### src/rtl/wdt_pkg.sv
package wdt_pkg;
    localparam int ADDR_W = 5;
    localparam logic [ADDR_W-1:0] OFS_COUNT = 5'h10;
    localparam logic [ADDR_W-1:0] OFS_CTRL  = 5'h16;

    localparam int B_EN   = 0;
    localparam int B_LOAD = 2;
    localparam int B_NMI  = 3;
    localparam int B_WARN = 7;

    typedef struct packed {
        logic warn;
        logic nmi_en;
        logic en;
    } ctl_state_t;

    function automatic logic [7:0] ctl_byte(input ctl_state_t s);
        logic [7:0] b;
        b         = 8'h00;
        b[B_EN]   = s.en;
        b[B_NMI]  = s.nmi_en;
        b[B_WARN] = s.warn;
        return b;
    endfunction
endpackage

### src/rtl/wdt_regs.sv
module wdt_regs
    import wdt_pkg::*;
#(
    parameter int CNT_W = 16,
    parameter logic [CNT_W-1:0] INIT_RELOAD = 16'd3000
) (
    input  logic              clk,
    input  logic              rst,
    input  logic              bus_wr,
    input  logic [ADDR_W-1:0] bus_addr,
    input  logic [CNT_W-1:0]  bus_wdata,
    input  logic              expire,
    input  logic [CNT_W-1:0]  live_cnt,
    output logic [CNT_W-1:0]  reload_val,
    output ctl_state_t        ctl,
    output logic              load_req,
    output logic [CNT_W-1:0]  bus_rdata
);
    logic wr_cnt, wr_ctl, warn_clr;

    assign wr_cnt   = bus_wr && (bus_addr == OFS_COUNT);
    assign wr_ctl   = bus_wr && (bus_addr == OFS_CTRL);
    assign warn_clr = wr_ctl && bus_wdata[B_WARN];
    assign load_req = wr_ctl && bus_wdata[B_EN] && bus_wdata[B_LOAD];

    always_ff @(posedge clk) begin
        if (rst) begin
            reload_val <= INIT_RELOAD;
            ctl        <= '0;
        end else begin
            if (wr_cnt) reload_val <= bus_wdata;
            if (wr_ctl) begin
                ctl.en     <= bus_wdata[B_EN];
                ctl.nmi_en <= bus_wdata[B_NMI];
            end
            if (expire)        ctl.warn <= 1'b1;
            else if (warn_clr) ctl.warn <= 1'b0;
        end
    end

    always_comb begin
        bus_rdata = '0;
        if (bus_addr == OFS_COUNT)     bus_rdata = live_cnt;
        else if (bus_addr == OFS_CTRL) bus_rdata = {{(CNT_W-8){1'b0}}, ctl_byte(ctl)};
    end

    AST_WARN_STICKY: assert property (@(posedge clk) disable iff (rst)
        ctl.warn && !warn_clr |=> ctl.warn) else $error("warn lost");
    AST_WARN_SET: assert property (@(posedge clk) disable iff (rst)
        expire |=> ctl.warn) else $error("warn not set");
endmodule

### src/rtl/wdt_counter.sv
module wdt_counter #(
    parameter int CNT_W = 16
) (
    input  logic             clk,
    input  logic             rst,
    input  logic             en,
    input  logic             tick,
    input  logic             load,
    input  logic [CNT_W-1:0] load_val,
    output logic [CNT_W-1:0] cnt,
    output logic             expire
);
    localparam logic [CNT_W-1:0] ONE = CNT_W'(1);

    logic step;
    assign step   = en && tick && (cnt != '0);
    assign expire = step && !load && (cnt == ONE);

    always_ff @(posedge clk) begin
        if (rst)       cnt <= '0;
        else if (load) cnt <= load_val;
        else if (step) cnt <= cnt - ONE;
    end

    AST_LOAD_TAKES: assert property (@(posedge clk) disable iff (rst)
        load |=> cnt == $past(load_val)) else $error("load");
    AST_FROZEN_OFF: assert property (@(posedge clk) disable iff (rst)
        !en && !load |=> $stable(cnt)) else $error("frozen");
    AST_DOWN_ONE: assert property (@(posedge clk) disable iff (rst)
        en && tick && !load && cnt != '0 |=> cnt == $past(cnt) - ONE) else $error("step");
endmodule

### src/rtl/wdt_pulse.sv
module wdt_pulse #(
    parameter int RST_CYCLES = 8
) (
    input  logic clk,
    input  logic rst,
    input  logic expire,
    input  logic nmi_en,
    output logic rst_out,
    output logic nmi_out
);
    localparam int RW = $clog2(RST_CYCLES + 1);

    logic [RW-1:0] hold;

    always_ff @(posedge clk) begin
        if (rst) begin
            hold    <= '0;
            nmi_out <= 1'b0;
        end else begin
            nmi_out <= expire && nmi_en;
            if (expire)         hold <= RW'(RST_CYCLES);
            else if (hold != 0) hold <= hold - 1'b1;
        end
    end

    assign rst_out = (hold != '0);

    AST_RST_FOLLOWS: assert property (@(posedge clk) disable iff (rst)
        expire |=> rst_out) else $error("no reset");
    AST_NMI_ONE: assert property (@(posedge clk) disable iff (rst)
        nmi_out |=> !nmi_out) else $error("nmi wide");
endmodule

### src/rtl/wdog_timer.sv
module wdog_timer
    import wdt_pkg::*;
#(
    parameter int CNT_W = 16,
    parameter int RST_CYCLES = 8,
    parameter logic [CNT_W-1:0] INIT_RELOAD = 16'd3000
) (
    input  logic              clk,
    input  logic              rst,
    input  logic              tick_en,
    input  logic              bus_wr,
    input  logic [ADDR_W-1:0] bus_addr,
    input  logic [CNT_W-1:0]  bus_wdata,
    output logic [CNT_W-1:0]  bus_rdata,
    output logic              rst_out,
    output logic              nmi_out
);
    logic [CNT_W-1:0] reload_val, live_cnt;
    logic             load_req, expire;
    ctl_state_t       ctl;

    wdt_regs #(.CNT_W(CNT_W), .INIT_RELOAD(INIT_RELOAD)) u_regs (
        .clk(clk), .rst(rst), .bus_wr(bus_wr), .bus_addr(bus_addr),
        .bus_wdata(bus_wdata), .expire(expire), .live_cnt(live_cnt),
        .reload_val(reload_val), .ctl(ctl), .load_req(load_req),
        .bus_rdata(bus_rdata)
    );

    wdt_counter #(.CNT_W(CNT_W)) u_cnt (
        .clk(clk), .rst(rst), .en(ctl.en), .tick(tick_en),
        .load(load_req), .load_val(reload_val),
        .cnt(live_cnt), .expire(expire)
    );

    wdt_pulse #(.RST_CYCLES(RST_CYCLES)) u_pulse (
        .clk(clk), .rst(rst), .expire(expire), .nmi_en(ctl.nmi_en),
        .rst_out(rst_out), .nmi_out(nmi_out)
    );

    AST_NO_EXPIRE_OFF: assert property (@(posedge clk) disable iff (rst)
        !ctl.en |=> !nmi_out) else $error("nmi while off");
endmodule

### config.mk
export PLATFORM = sky130hd
export DESIGN_NAME = wdog_timer
export DESIGN_NICKNAME = d
export VERILOG_FILES = /design/src/rtl/wdt_pkg.sv /design/src/rtl/wdt_regs.sv /design/src/rtl/wdt_counter.sv /design/src/rtl/wdt_pulse.sv /design/src/rtl/wdog_timer.sv
export SDC_FILE = /design/constraint.sdc
export NUM_CORES = 1
export LEC_CHECK = 0
export ABC_AREA = 1
export BUFFER_PORTS_ARGS = -buffer_cell sky130_fd_sc_hd__buf_4
export CAP_MARGIN = 20
export CORE_MARGIN = 2
export CORE_UTILIZATION = 55
export CTS_CLUSTER_DIAMETER = 100
export DETAILED_ROUTE_END_ITERATION = 10
export HOLD_SLACK_MARGIN = 0.12
export PLACE_DENSITY = 0.79
export SYNTH_ARGS = -nofsm -noshare
export SYNTH_HDL_FRONTEND = slang
export SYNTH_SLANG_ARGS = --single-unit
export TNS_END_PERCENT = 30
### constraint.sdc
create_clock -name clk -period 2.22 [get_ports clk]
set_input_delay 0 -clock clk [delete_from_list [all_inputs] [get_ports clk]]
set_output_delay 0 -clock clk [all_outputs]
set_load 0.01 [all_outputs]
==> flow_results.xml <==
<?xml version="1.0" encoding="UTF-8"?>
<metrics>
  <group name="run_status">
    <metric name="result_of_the_run" unit="">completed</metric>
  </group>
  <group name="timing">
    <metric name="min_period" unit="ns">1.77</metric>
    <metric name="max_freq" unit="GHz">0.565</metric>
    <metric name="rsz0062_at_grt" unit="">no</metric>
    <metric name="timing.final.crit_share" unit="%">79.7</metric>
    <metric name="setup_total_negative_slack" unit="ns">0</metric>
    <metric name="worst_slew_margin" unit="%">51.8</metric>
    <metric name="finalSetupViolCount" unit="">0</metric>
    <metric name="final-hold-violation-count" unit="">0</metric>
    <metric name="worst-slew-pin-transition" unit="ns">0.719</metric>
    <metric name="clock_skew" unit="ns">0.00341</metric>
    <metric name="finalMaxSlewViolations" unit="">0</metric>
  </group>
  <group name="clock_network">
    <metric name="ctsHtreeMaxLevel" unit="">2</metric>
    <metric name="ctsLongestPathBuffers" unit="">2</metric>
    <metric name="cts_setup_buffers" unit="">0</metric>
    <metric name="cts_tree" unit="">done</metric>
    <metric name="post_cts.resized_instances" unit="">0</metric>
    <metric name="path_clk_slew" unit="ns">0.07</metric>
    <metric name="root_buffer" unit="">sky130_fd_sc_hd__clkbuf_8</metric>
    <metric name="tritoncts_num_sinks" unit="">40</metric>
    <metric name="hold_buffers" unit="">18</metric>
    <metric name="cts_buffers" unit="">5</metric>
    <metric name="clock_latency_reported_for_the_late_side_of_the_worst_skew_pair" unit="ns">0.28</metric>
  </group>
  <group name="drt">
    <metric name="post_detailed_routing_wire_length" unit="mm">5.67</metric>
    <metric name="drt_iter0_drc" unit="">167</metric>
    <metric name="routed_via_density" unit="">5.07</metric>
    <metric name="drt.antenna.violating_nets" unit="">0</metric>
    <metric name="dr_wl_cell" unit="um">11.7</metric>
    <metric name="drtPass1Iterations" unit="">4</metric>
    <metric name="dr_total_vias" unit="">2464</metric>
    <metric name="drc" unit="">0</metric>
  </group>
  <group name="placement">
    <metric name="hpwl" unit="mm">4.13</metric>
    <metric name="dpl.cell_count" unit="">461</metric>
    <metric name="gp_congestion" unit="">0.829</metric>
    <metric name="portbufs" unit="">42</metric>
  </group>
  <group name="global_routing">
    <metric name="grt_pass1_vias" unit="">2282</metric>
    <metric name="grt-ovfl-total" unit="">0</metric>
    <metric name="gr-usage-all-layers" unit="%">24.0</metric>
    <metric name="grt_max_degree" unit="">28</metric>
    <metric name="global_route_wire_length_before_repair" unit="mm">9.70</metric>
    <metric name="antenna_found_initial" unit="">0</metric>
  </group>
  <group name="floorplanning">
    <metric name="core" unit="um^2">4290</metric>
    <metric name="die_width" unit="um">70.1</metric>
    <metric name="rows" unit="">24</metric>
    <metric name="io_pins" unit="">43</metric>
    <metric name="die_y" unit="um">70.1</metric>
    <metric name="initial_utilization" unit="%">55.9</metric>
    <metric name="die_area" unit="um^2">4910</metric>
  </group>
  <group name="yosys">
    <metric name="synth_seq_area_share" unit="%">33.3</metric>
    <metric name="synth_fp_nets" unit="">410</metric>
    <metric name="ys_warn_count" unit="">0</metric>
    <metric name="count_of_mapped_cells_out_of_synthesis" unit="">381</metric>
    <metric name="syn_area" unit="um^2">2400</metric>
    <metric name="post_synth_num_cell_types" unit="">27</metric>
    <metric name="mean_syn_cell_area" unit="um^2">6.31</metric>
    <metric name="synth_seq_cells" unit="">40</metric>
  </group>
  <group name="setup_path">
    <metric name="cp_data_required_time" unit="ns">2.40</metric>
    <metric name="end_kind" unit="">flop</metric>
    <metric name="worst-endpoint-arrival" unit="ns">1.95</metric>
    <metric name="maximum_fanout_along_the_worst_path" unit="">17</metric>
    <metric name="setup.worst_path.class" unit="">flop to flop</metric>
    <metric name="setup.worst_path.start_class" unit="">flop</metric>
  </group>
  <group name="layout">
    <metric name="layout.cells.most_common" unit="">sky130_fd_sc_hd__nand2_1</metric>
    <metric name="finalCoreUtilization" unit="%">69.1</metric>
    <metric name="final_net_count" unit="">463</metric>
    <metric name="layoutNonFillerInstCount" unit="">486</metric>
    <metric name="layout-area-overhead-vs-synth" unit="%">23.5</metric>
    <metric name="mostFrequentLayoutCells" unit="">sky130_fd_sc_hd__nand2_1, sky130_fd_sc_hd__nor2_1, sky130_fd_sc_hd__nand3_1</metric>
    <metric name="layout-drive-gt1-share" unit="%">16.1</metric>
    <metric name="insertedDiodeCount" unit="">0</metric>
  </group>
  <group name="run">
    <metric name="drv.max_cap_violation_count" unit="">0</metric>
  </group>
  <group name="pwr">
    <metric name="ir_drop" unit="uV">641</metric>
    <metric name="power_density" unit="nW/um^2">533</metric>
    <metric name="leakage" unit="nW">1.57</metric>
  </group>
  <group name="worst_hold_path">
    <metric name="holdCritPathClass" unit="">input pin to flop</metric>
  </group>
</metrics>
-- routing by layer --
| metal | vias to the layer above | track usage, % | routed length (um) |
|---|---|---|---|
| met5 | - | 0 | 0 |
| met1 | 1080 | 32.4 | 2630 |
| met2 | 63 | 39.3 | 2670 |
| li1 | 1310 | - | - |
| met4 | 0 | 8.76 | 127 |
| met3 | 11 | 3.03 | 235 |
-- state kept, by name (all words and copies together), names as in the netlist --
name               flops
u_pulse.hold           4
u_pulse.nmi_out        1
u_regs.ctl             3
u_regs.reload_val     16
u_cnt.cnt             16
-- logic make-up (layout without fill, tap and decap cells) --
logic type	count (synthesis)	in the layout	synth area share (%)
compound gates	24	24	5.05
xor+xnor	2	2	0.729
fa+ha+maj	4	4	2.08
buf+inv	64	117	11.0
flops	40	40	33.3
mux	1	1	0.417
simple gates	246	246	47.3
-- Yosys cell counts --
cell	n	share of area, %
sky130_fd_sc_hd__o21ai_0	17	3.5
sky130_fd_sc_hd__buf_2	5	1.0
sky130_fd_sc_hd__nand3b_1	1	0.31
sky130_fd_sc_hd__nand2_1	81	13
sky130_fd_sc_hd__dfxtp_1	40	33
sky130_fd_sc_hd__nor2_1	77	12
sky130_fd_sc_hd__nand4_1	16	4.2
sky130_fd_sc_hd__nand4_4	2	1.8
sky130_fd_sc_hd__nand3_2	1	0.42
sky130_fd_sc_hd__nor3_1	2	0.42
sky130_fd_sc_hd__a21oi_1	6	1.3
sky130_fd_sc_hd__nand2_2	3	0.78
sky130_fd_sc_hd__inv_1	45	7.0
sky130_fd_sc_hd__buf_4	1	0.31
sky130_fd_sc_hd__buf_6	2	0.94
sky130_fd_sc_hd__nand2_4	2	0.94
sky130_fd_sc_hd__nor2_4	3	1.4
sky130_fd_sc_hd__or2_2	1	0.26
sky130_fd_sc_hd__xor2_1	2	0.73
sky130_fd_sc_hd__inv_2	3	0.47
sky130_fd_sc_hd__o22ai_1	1	0.26
sky130_fd_sc_hd__nor2_2	6	1.6
sky130_fd_sc_hd__clkbuf_1	7	1.1
sky130_fd_sc_hd__clkinv_1	1	0.16
sky130_fd_sc_hd__nand3_1	51	11
sky130_fd_sc_hd__ha_1	4	2.1
sky130_fd_sc_hd__mux2i_1	1	0.42
-- report_power, final --
part / leakage, nW / switching, mW / internal (mW)
sequential: 0.324 / 0.0266 / 0.755
clock: 0.0410 / 0.232 / 0.214
combinational: 1.20 / 0.186 / 0.169
total: 1.57 / 0.444 / 1.14
-- worst max-delay path: stages, from the launching register on --
cell and delay [ns]:
sky130_fd_sc_hd__dfxtp_1 0.33, sky130_fd_sc_hd__inv_1 0.11, sky130_fd_sc_hd__ha_1 0.19, sky130_fd_sc_hd__nand2_2 0.11, sky130_fd_sc_hd__nor2_4 0.17, sky130_fd_sc_hd__nand2_2 0.08
sky130_fd_sc_hd__nand2_4 0.17, sky130_fd_sc_hd__inv_2 0.15, sky130_fd_sc_hd__nand2_2 0.15, sky130_fd_sc_hd__nor2_1 0.07, sky130_fd_sc_hd__nor2_1 0.10, sky130_fd_sc_hd__nor2_1 0.04
-- layout make-up --
type / count / area, um^2
multi-input cells: 277 / 1340
fillers: 382 / 1330
flip-flops and latches: 40 / 801
repair buffers: 61 / 503
inverters: 49 / 184
clock buffers: 6 / 72.6
well taps: 52 / 65.1
clock inverters: 1 / 5.00
-- worst paths after layout --
check / cells after the start / slack (ns) / to / start
hold reg to reg: 2 / 0.47 / u_regs.reload_val[3]$_SDFFE_PP1P_ / u_regs.reload_val[3]$_SDFFE_PP1P_
setup / recovery: 11 / 0.45 / u_cnt.cnt[10]$_SDFFE_PP0P_ / u_cnt.cnt[0]$_SDFFE_PP0P_
hold / removal: 5 / 0.28 / u_regs.ctl[1]$_SDFFE_PP0N_ / bus_wr
setup reg to reg: 11 / 0.45 / u_cnt.cnt[10]$_SDFFE_PP0P_ / u_cnt.cnt[0]$_SDFFE_PP0P_
-- stage by stage --
step / cell area (um^2) / total power, mW / setup WS, ns / hold WS [ns]
after floorplan: 2400 / 1.03 / 0.759 / 0.0768
after global placement: 2710 / 1.12 / 0.532 / 0.212
final: 2970 / 1.58 / 0.450 / 0.284
after detailed placement: 2710 / 1.13 / 0.463 / 0.215
after global routing: 2970 / 1.68 / 0.276 / 0.315
after CTS: 2970 / 1.58 / 0.452 / 0.281
Note: power is estimated with default switching activity, not from simulation.
